$ cat src/rtl/flash_accel_pkg.sv
package flash_accel_pkg;
  typedef enum logic [1:0] {
    MODE_OFF  = 2'b00,
    MODE_PART = 2'b01,
    MODE_FULL = 2'b10
  } mode_e;

  localparam int unsigned REG_DW = 32;
  localparam logic [2:0]  OFF_MODE = 3'h0;
  localparam logic [2:0]  OFF_TIM  = 3'h4;

  // zero timing selects the slowest access
  function automatic logic [2:0] eff_cycles(logic [2:0] t);
    return (t == 3'd0) ? 3'd7 : t;
  endfunction
endpackage

$ cat src/rtl/flash_accel_regs.sv
module flash_accel_regs
  import flash_accel_pkg::*;
(
  input  logic              clk_i,
  input  logic              rst_ni,
  input  logic              we_i,
  input  logic [2:0]        addr_i,
  input  logic [REG_DW-1:0] wdata_i,
  output logic [REG_DW-1:0] rdata_o,
  output mode_e             mode_o,
  output logic [2:0]        tim_o,
  output logic              flush_o
);
  mode_e      mode_q;
  logic [2:0] tim_q;
  logic       mode_wr, mode_legal;
  logic [REG_DW-4:0] wdata_unused;

  assign wdata_unused = wdata_i[REG_DW-1:3];
  assign mode_wr    = we_i && (addr_i == OFF_MODE);
  assign mode_legal = (wdata_i[1:0] != 2'b11);
  assign flush_o    = mode_wr && mode_legal && (wdata_i[1:0] != mode_q);

  always_ff @(posedge clk_i or negedge rst_ni) begin
    if (!rst_ni) begin
      mode_q <= MODE_OFF;
      tim_q  <= 3'd0;
    end else begin
      if (mode_wr && mode_legal) mode_q <= mode_e'(wdata_i[1:0]);
      if (we_i && (addr_i == OFF_TIM)) tim_q <= wdata_i[2:0];
    end
  end

  always_comb begin
    rdata_o = '0;
    if (addr_i == OFF_MODE)     rdata_o = REG_DW'(mode_q);
    else if (addr_i == OFF_TIM) rdata_o = REG_DW'(tim_q);
  end

  assign mode_o = mode_q;
  assign tim_o  = tim_q;
endmodule

$ cat src/rtl/flash_accel_lines.sv
module flash_accel_lines #(
  parameter int unsigned NUM_LAT = 2,
  parameter int unsigned LAW     = 10,
  parameter int unsigned LINE_W  = 128
) (
  input  logic              clk_i,
  input  logic              rst_ni,
  input  logic              flush_i,
  input  logic              fill_i,
  input  logic [LAW-1:0]    fill_tag_i,
  input  logic [LINE_W-1:0] fill_data_i,
  input  logic [LAW-1:0]    look_tag_i,
  input  logic [LAW-1:0]    next_tag_i,
  output logic              hit_o,
  output logic [LINE_W-1:0] hit_line_o,
  output logic              next_hit_o,
  output logic [NUM_LAT-1:0] valid_o
);
  localparam int unsigned PW = (NUM_LAT > 1) ? $clog2(NUM_LAT) : 1;

  logic [NUM_LAT-1:0] valid_q, hit_v, next_v;
  logic [LAW-1:0]     tag_q  [NUM_LAT];
  logic [LINE_W-1:0]  data_q [NUM_LAT];
  logic [PW-1:0]      ptr_q;

  for (genvar i = 0; i < NUM_LAT; i++) begin : g_cmp
    assign hit_v[i]  = valid_q[i] && (tag_q[i] == look_tag_i);
    assign next_v[i] = valid_q[i] && (tag_q[i] == next_tag_i);
  end

  always_comb begin
    hit_line_o = '0;
    for (int i = 0; i < NUM_LAT; i++)
      if (hit_v[i]) hit_line_o = data_q[i];
  end

  assign hit_o      = |hit_v;
  assign next_hit_o = |next_v;
  assign valid_o    = valid_q;

  always_ff @(posedge clk_i or negedge rst_ni) begin
    if (!rst_ni) begin
      valid_q <= '0;
      for (int i = 0; i < NUM_LAT; i++) begin
        tag_q[i]  <= '0;
        data_q[i] <= '0;
      end
    end else if (flush_i) begin
      valid_q <= '0;
    end else if (fill_i) begin
      for (int i = 0; i < NUM_LAT; i++)
        if (ptr_q == PW'(i)) begin
          valid_q[i] <= 1'b1;
          tag_q[i]   <= fill_tag_i;
          data_q[i]  <= fill_data_i;
        end
    end
  end

  // round-robin victim
  always_ff @(posedge clk_i or negedge rst_ni) begin
    if (!rst_ni)      ptr_q <= '0;
    else if (flush_i) ptr_q <= '0;
    else if (fill_i)  ptr_q <= (ptr_q == PW'(NUM_LAT - 1)) ? '0 : ptr_q + PW'(1);
  end
endmodule

$ cat src/rtl/flash_accel_seq.sv
module flash_accel_seq
  import flash_accel_pkg::*;
#(
  parameter int unsigned LAW = 10
) (
  input  logic           clk_i,
  input  logic           rst_ni,
  input  logic           start_i,
  input  logic [LAW-1:0] start_addr_i,
  input  logic           start_demand_i,
  input  logic           start_fill_i,
  input  logic [2:0]     tim_i,
  input  logic           flush_i,
  output logic           busy_o,
  output logic           done_o,
  output logic           demand_o,
  output logic           fill_o,
  output logic [LAW-1:0] addr_o
);
  logic           busy_q, dem_q, fill_q;
  logic [2:0]     cnt_q, lim_q;
  logic [LAW-1:0] addr_q;

  assign done_o   = busy_q && (cnt_q == lim_q);
  assign busy_o   = busy_q;
  assign demand_o = dem_q;
  assign fill_o   = done_o && fill_q;
  assign addr_o   = addr_q;

  always_ff @(posedge clk_i or negedge rst_ni) begin
    if (!rst_ni) begin
      busy_q <= 1'b0;
      cnt_q  <= 3'd0;
      lim_q  <= 3'd7;
      addr_q <= '0;
      dem_q  <= 1'b0;
      fill_q <= 1'b0;
    end else begin
      if (busy_q) begin
        if (done_o) busy_q <= 1'b0;
        else        cnt_q  <= cnt_q + 3'd1;
      end else if (start_i) begin
        busy_q <= 1'b1;
        cnt_q  <= 3'd1;
        lim_q  <= eff_cycles(tim_i);
        addr_q <= start_addr_i;
        dem_q  <= start_demand_i;
        fill_q <= start_fill_i;
      end
      if (flush_i) fill_q <= 1'b0; // drop in-flight fill
    end
  end
endmodule

$ cat src/rtl/flash_accel.sv
module flash_accel
  import flash_accel_pkg::*;
#(
  parameter int unsigned DATA_W  = 32,
  parameter int unsigned WPL     = 4,
  parameter int unsigned AW      = 12,
  parameter int unsigned NUM_LAT = 2,
  localparam int unsigned OFF_W  = $clog2(WPL),
  localparam int unsigned LAW    = AW - OFF_W,
  localparam int unsigned LINE_W = DATA_W * WPL
) (
  input  logic              clk_i,
  input  logic              rst_ni,
  input  logic              reg_we_i,
  input  logic [2:0]        reg_addr_i,
  input  logic [31:0]       reg_wdata_i,
  output logic [31:0]       reg_rdata_o,
  input  logic              cpu_req_i,
  input  logic [AW-1:0]     cpu_addr_i,
  input  logic              cpu_instr_i,
  input  logic              cpu_seq_i,
  output logic              cpu_ready_o,
  output logic [DATA_W-1:0] cpu_rdata_o,
  output logic              flash_rd_o,
  output logic [LAW-1:0]    flash_addr_o,
  input  logic [LINE_W-1:0] flash_rdata_i
);
  mode_e              mode_w;
  logic [2:0]         tim_w;
  logic               flush_w;
  logic [LAW-1:0]     cpu_line, next_line, acc_addr;
  logic [OFF_W-1:0]   cpu_off;
  logic               hit_w, next_hit_w, hit_ok, serve_hit;
  logic               busy_w, done_w, dem_w, fill_w, demand_busy;
  logic               start_dem, start_pf, start_fill;
  logic [LINE_W-1:0]  hit_line, src_line;
  logic [NUM_LAT-1:0] valid_w;

  assign cpu_line  = cpu_addr_i[AW-1:OFF_W];
  assign cpu_off   = cpu_addr_i[OFF_W-1:0];
  assign next_line = cpu_line + LAW'(1);

  flash_accel_regs u_regs (
    .clk_i, .rst_ni,
    .we_i(reg_we_i), .addr_i(reg_addr_i), .wdata_i(reg_wdata_i),
    .rdata_o(reg_rdata_o), .mode_o(mode_w), .tim_o(tim_w), .flush_o(flush_w)
  );

  flash_accel_lines #(.NUM_LAT(NUM_LAT), .LAW(LAW), .LINE_W(LINE_W)) u_lines (
    .clk_i, .rst_ni,
    .flush_i(flush_w), .fill_i(fill_w), .fill_tag_i(acc_addr), .fill_data_i(flash_rdata_i),
    .look_tag_i(cpu_line), .next_tag_i(next_line),
    .hit_o(hit_w), .hit_line_o(hit_line), .next_hit_o(next_hit_w), .valid_o(valid_w)
  );

  // latch use permitted by mode and access kind
  assign hit_ok = (mode_w == MODE_FULL) ||
                  ((mode_w == MODE_PART) && cpu_instr_i && cpu_seq_i);
  assign demand_busy = busy_w && dem_w;
  assign serve_hit   = cpu_req_i && hit_ok && hit_w && !demand_busy;
  assign start_dem   = cpu_req_i && !serve_hit && !busy_w;
  assign start_pf    = serve_hit && (mode_w == MODE_FULL) && !busy_w && !next_hit_w;
  assign start_fill  = start_pf || (mode_w == MODE_FULL) ||
                       ((mode_w == MODE_PART) && cpu_instr_i);

  flash_accel_seq #(.LAW(LAW)) u_seq (
    .clk_i, .rst_ni,
    .start_i(start_dem || start_pf),
    .start_addr_i(start_pf ? next_line : cpu_line),
    .start_demand_i(start_dem),
    .start_fill_i(start_fill),
    .tim_i(tim_w), .flush_i(flush_w),
    .busy_o(busy_w), .done_o(done_w), .demand_o(dem_w), .fill_o(fill_w), .addr_o(acc_addr)
  );

  assign src_line     = serve_hit ? hit_line : flash_rdata_i;
  assign cpu_rdata_o  = src_line[cpu_off*DATA_W +: DATA_W];
  assign cpu_ready_o  = serve_hit || (done_w && dem_w);
  assign flash_rd_o   = busy_w;
  assign flash_addr_o = acc_addr;
endmodule

$ cat config.mk
export PLATFORM = sky130hd
export DESIGN_NAME = flash_accel
export DESIGN_NICKNAME = d
export VERILOG_FILES = /design/src/rtl/flash_accel_pkg.sv /design/src/rtl/flash_accel_regs.sv /design/src/rtl/flash_accel_lines.sv /design/src/rtl/flash_accel_seq.sv /design/src/rtl/flash_accel.sv
export SDC_FILE = /design/constraint.sdc
export NUM_CORES = 1
export LEC_CHECK = 0
export BUFFER_PORTS_ARGS = -buffer_cell sky130_fd_sc_hd__clkbuf_2
export CORE_MARGIN = 4
export CORE_UTILIZATION = 60
export CTS_BUF_LIST = sky130_fd_sc_hd__clkbuf_8
export DETAILED_ROUTE_END_ITERATION = 10
export PLACE_DENSITY = 0.95
export RECOVER_POWER = 100
export SETUP_SLACK_MARGIN = 0.5
export SYNTH_ARGS = -nofsm -noshare
export SYNTH_HDL_FRONTEND = slang
export SYNTH_SLANG_ARGS = --single-unit
$ cat constraint.sdc
create_clock -name clk_i -period 5.82 [get_ports clk_i]
set_clock_uncertainty 0.1 [all_clocks]
set_input_delay 0.873 -clock clk_i [delete_from_list [all_inputs] [get_ports clk_i]]
set_output_delay 0.873 -clock clk_i [all_outputs]
set_load 0.03 [all_outputs]
==> summary.md <==
| Metric | Value |
|---|---|
| Worst-Skew Late Latency | `560 ps` |
| CP Capture Type | `output port` |
| Antenna Cells | `0` |
| Clock sinks | `303` |
| Routed WL per cell | `21.1 um` |
| Routed WL | `~35000 um` |
| Post-synth EDFFs | `0` |
| Dpl cells | `1568` |
| Grt ovf | `0` |
| Top cell type by total area after synthesis | `dfrtp_1` |
| Vias in the first global route | `roughly 11000` |
| Die W | `about 170 um` |
| CTS H-Tree Depth | `2` |
| Slew margin rel. | `-147%` |
| Pwr dens | `466 mW/mm^2` |
| DRT iter0 DRCs | `739` |
| Total CTS buffers | `49` |
| Initial antenna violation count | `2` |
| Fin. max-slew vios | `537` |
| TritonCTS clock tree | `built` |
| Most frequent cell after synthesis | `dfrtp_1` |
| RSZ-0062 raised after global routing | `false` |
| Worst Hold Slack | `188 ps` |
| Max cap viols | `9` |
| PortBufs | `198` |
| FMAX | `204 MHz` |
| Share of async-settable or async-resettable flops after synthesis | `100%` |
| Via-to-Cell Ratio | `6.04` |
| Worst-path cell chain | `clkbuf_2 > xnor2_1 > nand4_1 > nor4_1 > buf_4 > mux4_2 > mux2i_1 > o21ai_1 > clkbuf_1` |
| Core Region | `0.0253 mm^2` |
| Post-route ant nets | `0` |
| Critical path startpoint category | `primary input` |
| Synth Cell Area | `around 0.016 mm^2` |
| Register bit total from synthesis | `303` |
| Crit-path max FO | `29` |
| Main flop type after synthesis | `dfrtp_1` |
| GRT Overall Usage | `between 20 and 25%` |
| Slowest stage cell, crit path | `buf_4` |
| Max incr delay on CP | `between 600 and 700 ps` |
| Crit path DAT | `3930 ps` |
| Fin util | `68.8%` |
| Leakage power | `between 7 and 8 nW` |
| Area share of the largest cell type after synthesis | `between 40% and 50%` |
| Post-layout minimum cycle time | `between 4000 and 5000 ps` |
| Sequential element share of the synthesized area | `roughly half` |
| Worst hold path class | `primary input to async pin` |
| Layout cells sized above 1 | `47.6%` |
| DRC | `0` |
| Flop-to-flop setup slack | `approximately 1400 ps` |
| Die height | `169 um` |
| First-pass detailed-route iteration total | `5` |
| Root Driver | `clkbuf_8` |
| # IOs | `257` |
| Crit path max-delay family | `buffers and inverters` |
| Post-CTS Hold Buffers | `0` |
| First-pass GRT wire length | `57100 um` |
| # Post-CTS Setup Buffers | `0` |
| Layout Nets | `1472` |
| DP HPWL | `23100 um` |
| Die ar. | `0.0286 mm^2` |
| Synth-to-layout area growth | `11.9%` |
| Clk buf depth | `3` |
| Fin Setup TNS | `0 ps` |
| WP data required | `around 4900 ps` |
| Unique masters post-synth | `63` |
| Synth Warn # | `0` |
| Largest net degree at the start of global routing | `approximately 160` |
| Clock-pin transition on the worst setup and hold timing paths | `60 ps` |
| Worst Tran Pin Value | `3710 ps` |
| Failing checks | `max-capacitance violations, max-slew violations` |
| Placer Congestion | `0.902` |
| Post-Syn Instances | `around 1100` |
| # rows | `58` |
| Final hold vios | `0` |
| Resize count post-CTS | `0` |
| Final Setup Violations | `0` |
| Critical path class | `primary input to output port` |
| Peak supply drop | `0.326 mV` |
| Area contributors post-synth | `dfrtp_1 48%, mux2_2 20%, mux4_2 14%` |
| Final period util | `84.3%` |
| Post-synth top cells | `300 x dfrtp_1, 277 x mux2_2, 96 x mux4_2, 66 x nand2_1, 34 x mux2i_1` |
| Starting Density | `about three fifths` |
| Mean post-synth cell area | `14.2 um^2` |
| Crit path buf inv count | `3` |
| Routed via count | `9958` |
| Status | `complete, but fails checks` |
| Finished Layout Cells | `~1700` |
==> where the power goes <==
group	leakage [nW]	internal, mW	total [mW]	switching, mW
sequential	3.71	3.15	3.76	0.606
clock	0.539	0.939	1.75	0.806
combinational	3.55	1.53	2.62	1.08
total	7.80	5.62	8.12	2.49
==> cell usage in the layout, fill, tap and decap left out, drive strengths merged, types with 3 or more instances in the layout <==
cell type,Yosys,layout
and2,5,5
nor4,5,5
mux4,96,96
mux2,277,277
or3,4,4
dfstp,3,3
and3,4,4
inv,9,27
a21o,3,3
nand3,4,4
xnor2,27,27
mux2i,34,34
buf,70,12
a21oi,7,7
or2,8,8
o21bai,4,4
conb,1,29
nor3,10,10
clkbuf,34,261
dfrtp,300,300
nand2,67,67
a211oi,15,15
clkinv,0,3
o21ai,46,46
nor2,21,21
nand4,7,7
xor2,9,9
==> routing by layer <==
metal  up-vias  GRT usage [%]  routed length (um)
li1       4419              -                   -
met1      5137           31.8               13800
met2       312           41.8               17600
met3        86           6.70                2490
met4         4           7.28                 923
met5         -              0                  27
==> worst reg2reg max path, cell delays in order, from the launching register on <==
cell	delay, ps
dfrtp_1	410
inv_1	130
a21oi_1	80
o22ai_1	130
nand2b_1	170
nand4_1	530
clkbuf_1	2150
mux2_2	550
==> per-stage QoR <==
step / worst slack, ps / cell area (um^2) / power [mW]
after floorplan: 1720 / 15700 / 5.69
after global placement: 1230 / 16600 / 6.14
after detailed placement: 1140 / 16600 / 6.40
after CTS: 1120 / 17600 / 8.19
after global routing: 575 / 17400 / 8.61
final: 912 / 17400 / 8.12
==> final cells by class <==
cell class / count / area [um^2]
Multi-Input combinational cell: 711 / 7400
Timing Repair Buffer: 215 / 1070
Fill cell: 1682 / 7900
Tap cell: 330 / 413
Clock buffer: 58 / 798
Inverter: 9 / 33.8
Clock inverter: 24 / 128
Sequential cell: 303 / 7590
==> registers in the layout, summed over array words and instances, names as in the netlist <==
name             cells
u_seq.fill_q         1
u_seq.demand_o       1
u_seq.addr_o        10
u_lines.tag_q       20
u_seq.cnt_q          3
u_regs.mode_o        2
u_regs.tim_o         3
u_lines.valid_o      2
u_lines.ptr_q        1
u_lines.data_q     256
u_seq.busy_o         1
u_seq.lim_q          3
==> path summary, 6_finish.rpt <==
check                                                  end  cells past startpoint                             from
max                                         cpu_rdata_o[6]                      9                    cpu_addr_i[6]
min                           u_regs.mode_o[1]$_DFFE_PN0P_                      1                           rst_ni
max reg2reg                 u_lines.data_q[58]$_DFFE_PN0P_                      7     u_regs.mode_o[1]$_DFFE_PN0P_
min reg2reg                u_lines.data_q[101]$_DFFE_PN0P_                      1  u_lines.data_q[101]$_DFFE_PN0P_
max in group asynchronous  u_lines.data_q[161]$_DFFE_PN0P_                      2                           rst_ni
min in group clk_i         u_lines.data_q[101]$_DFFE_PN0P_                      1  u_lines.data_q[101]$_DFFE_PN0P_
==> cell families (layout without fill, tap and decap cells) <==
family | count (synthesis) | in the layout | share of synthesized area [%]
multiplexers | 407 | 407 | 36.1
AND/OR/NAND/NOR | 148 | 148 | 4.94
flip-flops | 303 | 303 | 48.7
other | 1 | 29 | 0.0241
buffers and inverters | 113 | 306 | 4.33
XOR/XNOR | 36 | 36 | 2.12
AO/OA/AOI/OAI | 89 | 89 | 3.62
adder cells (fa/ha/maj) | 2 | 2 | 0.161
No activity file was read; power rests on OpenSTA's default activity.
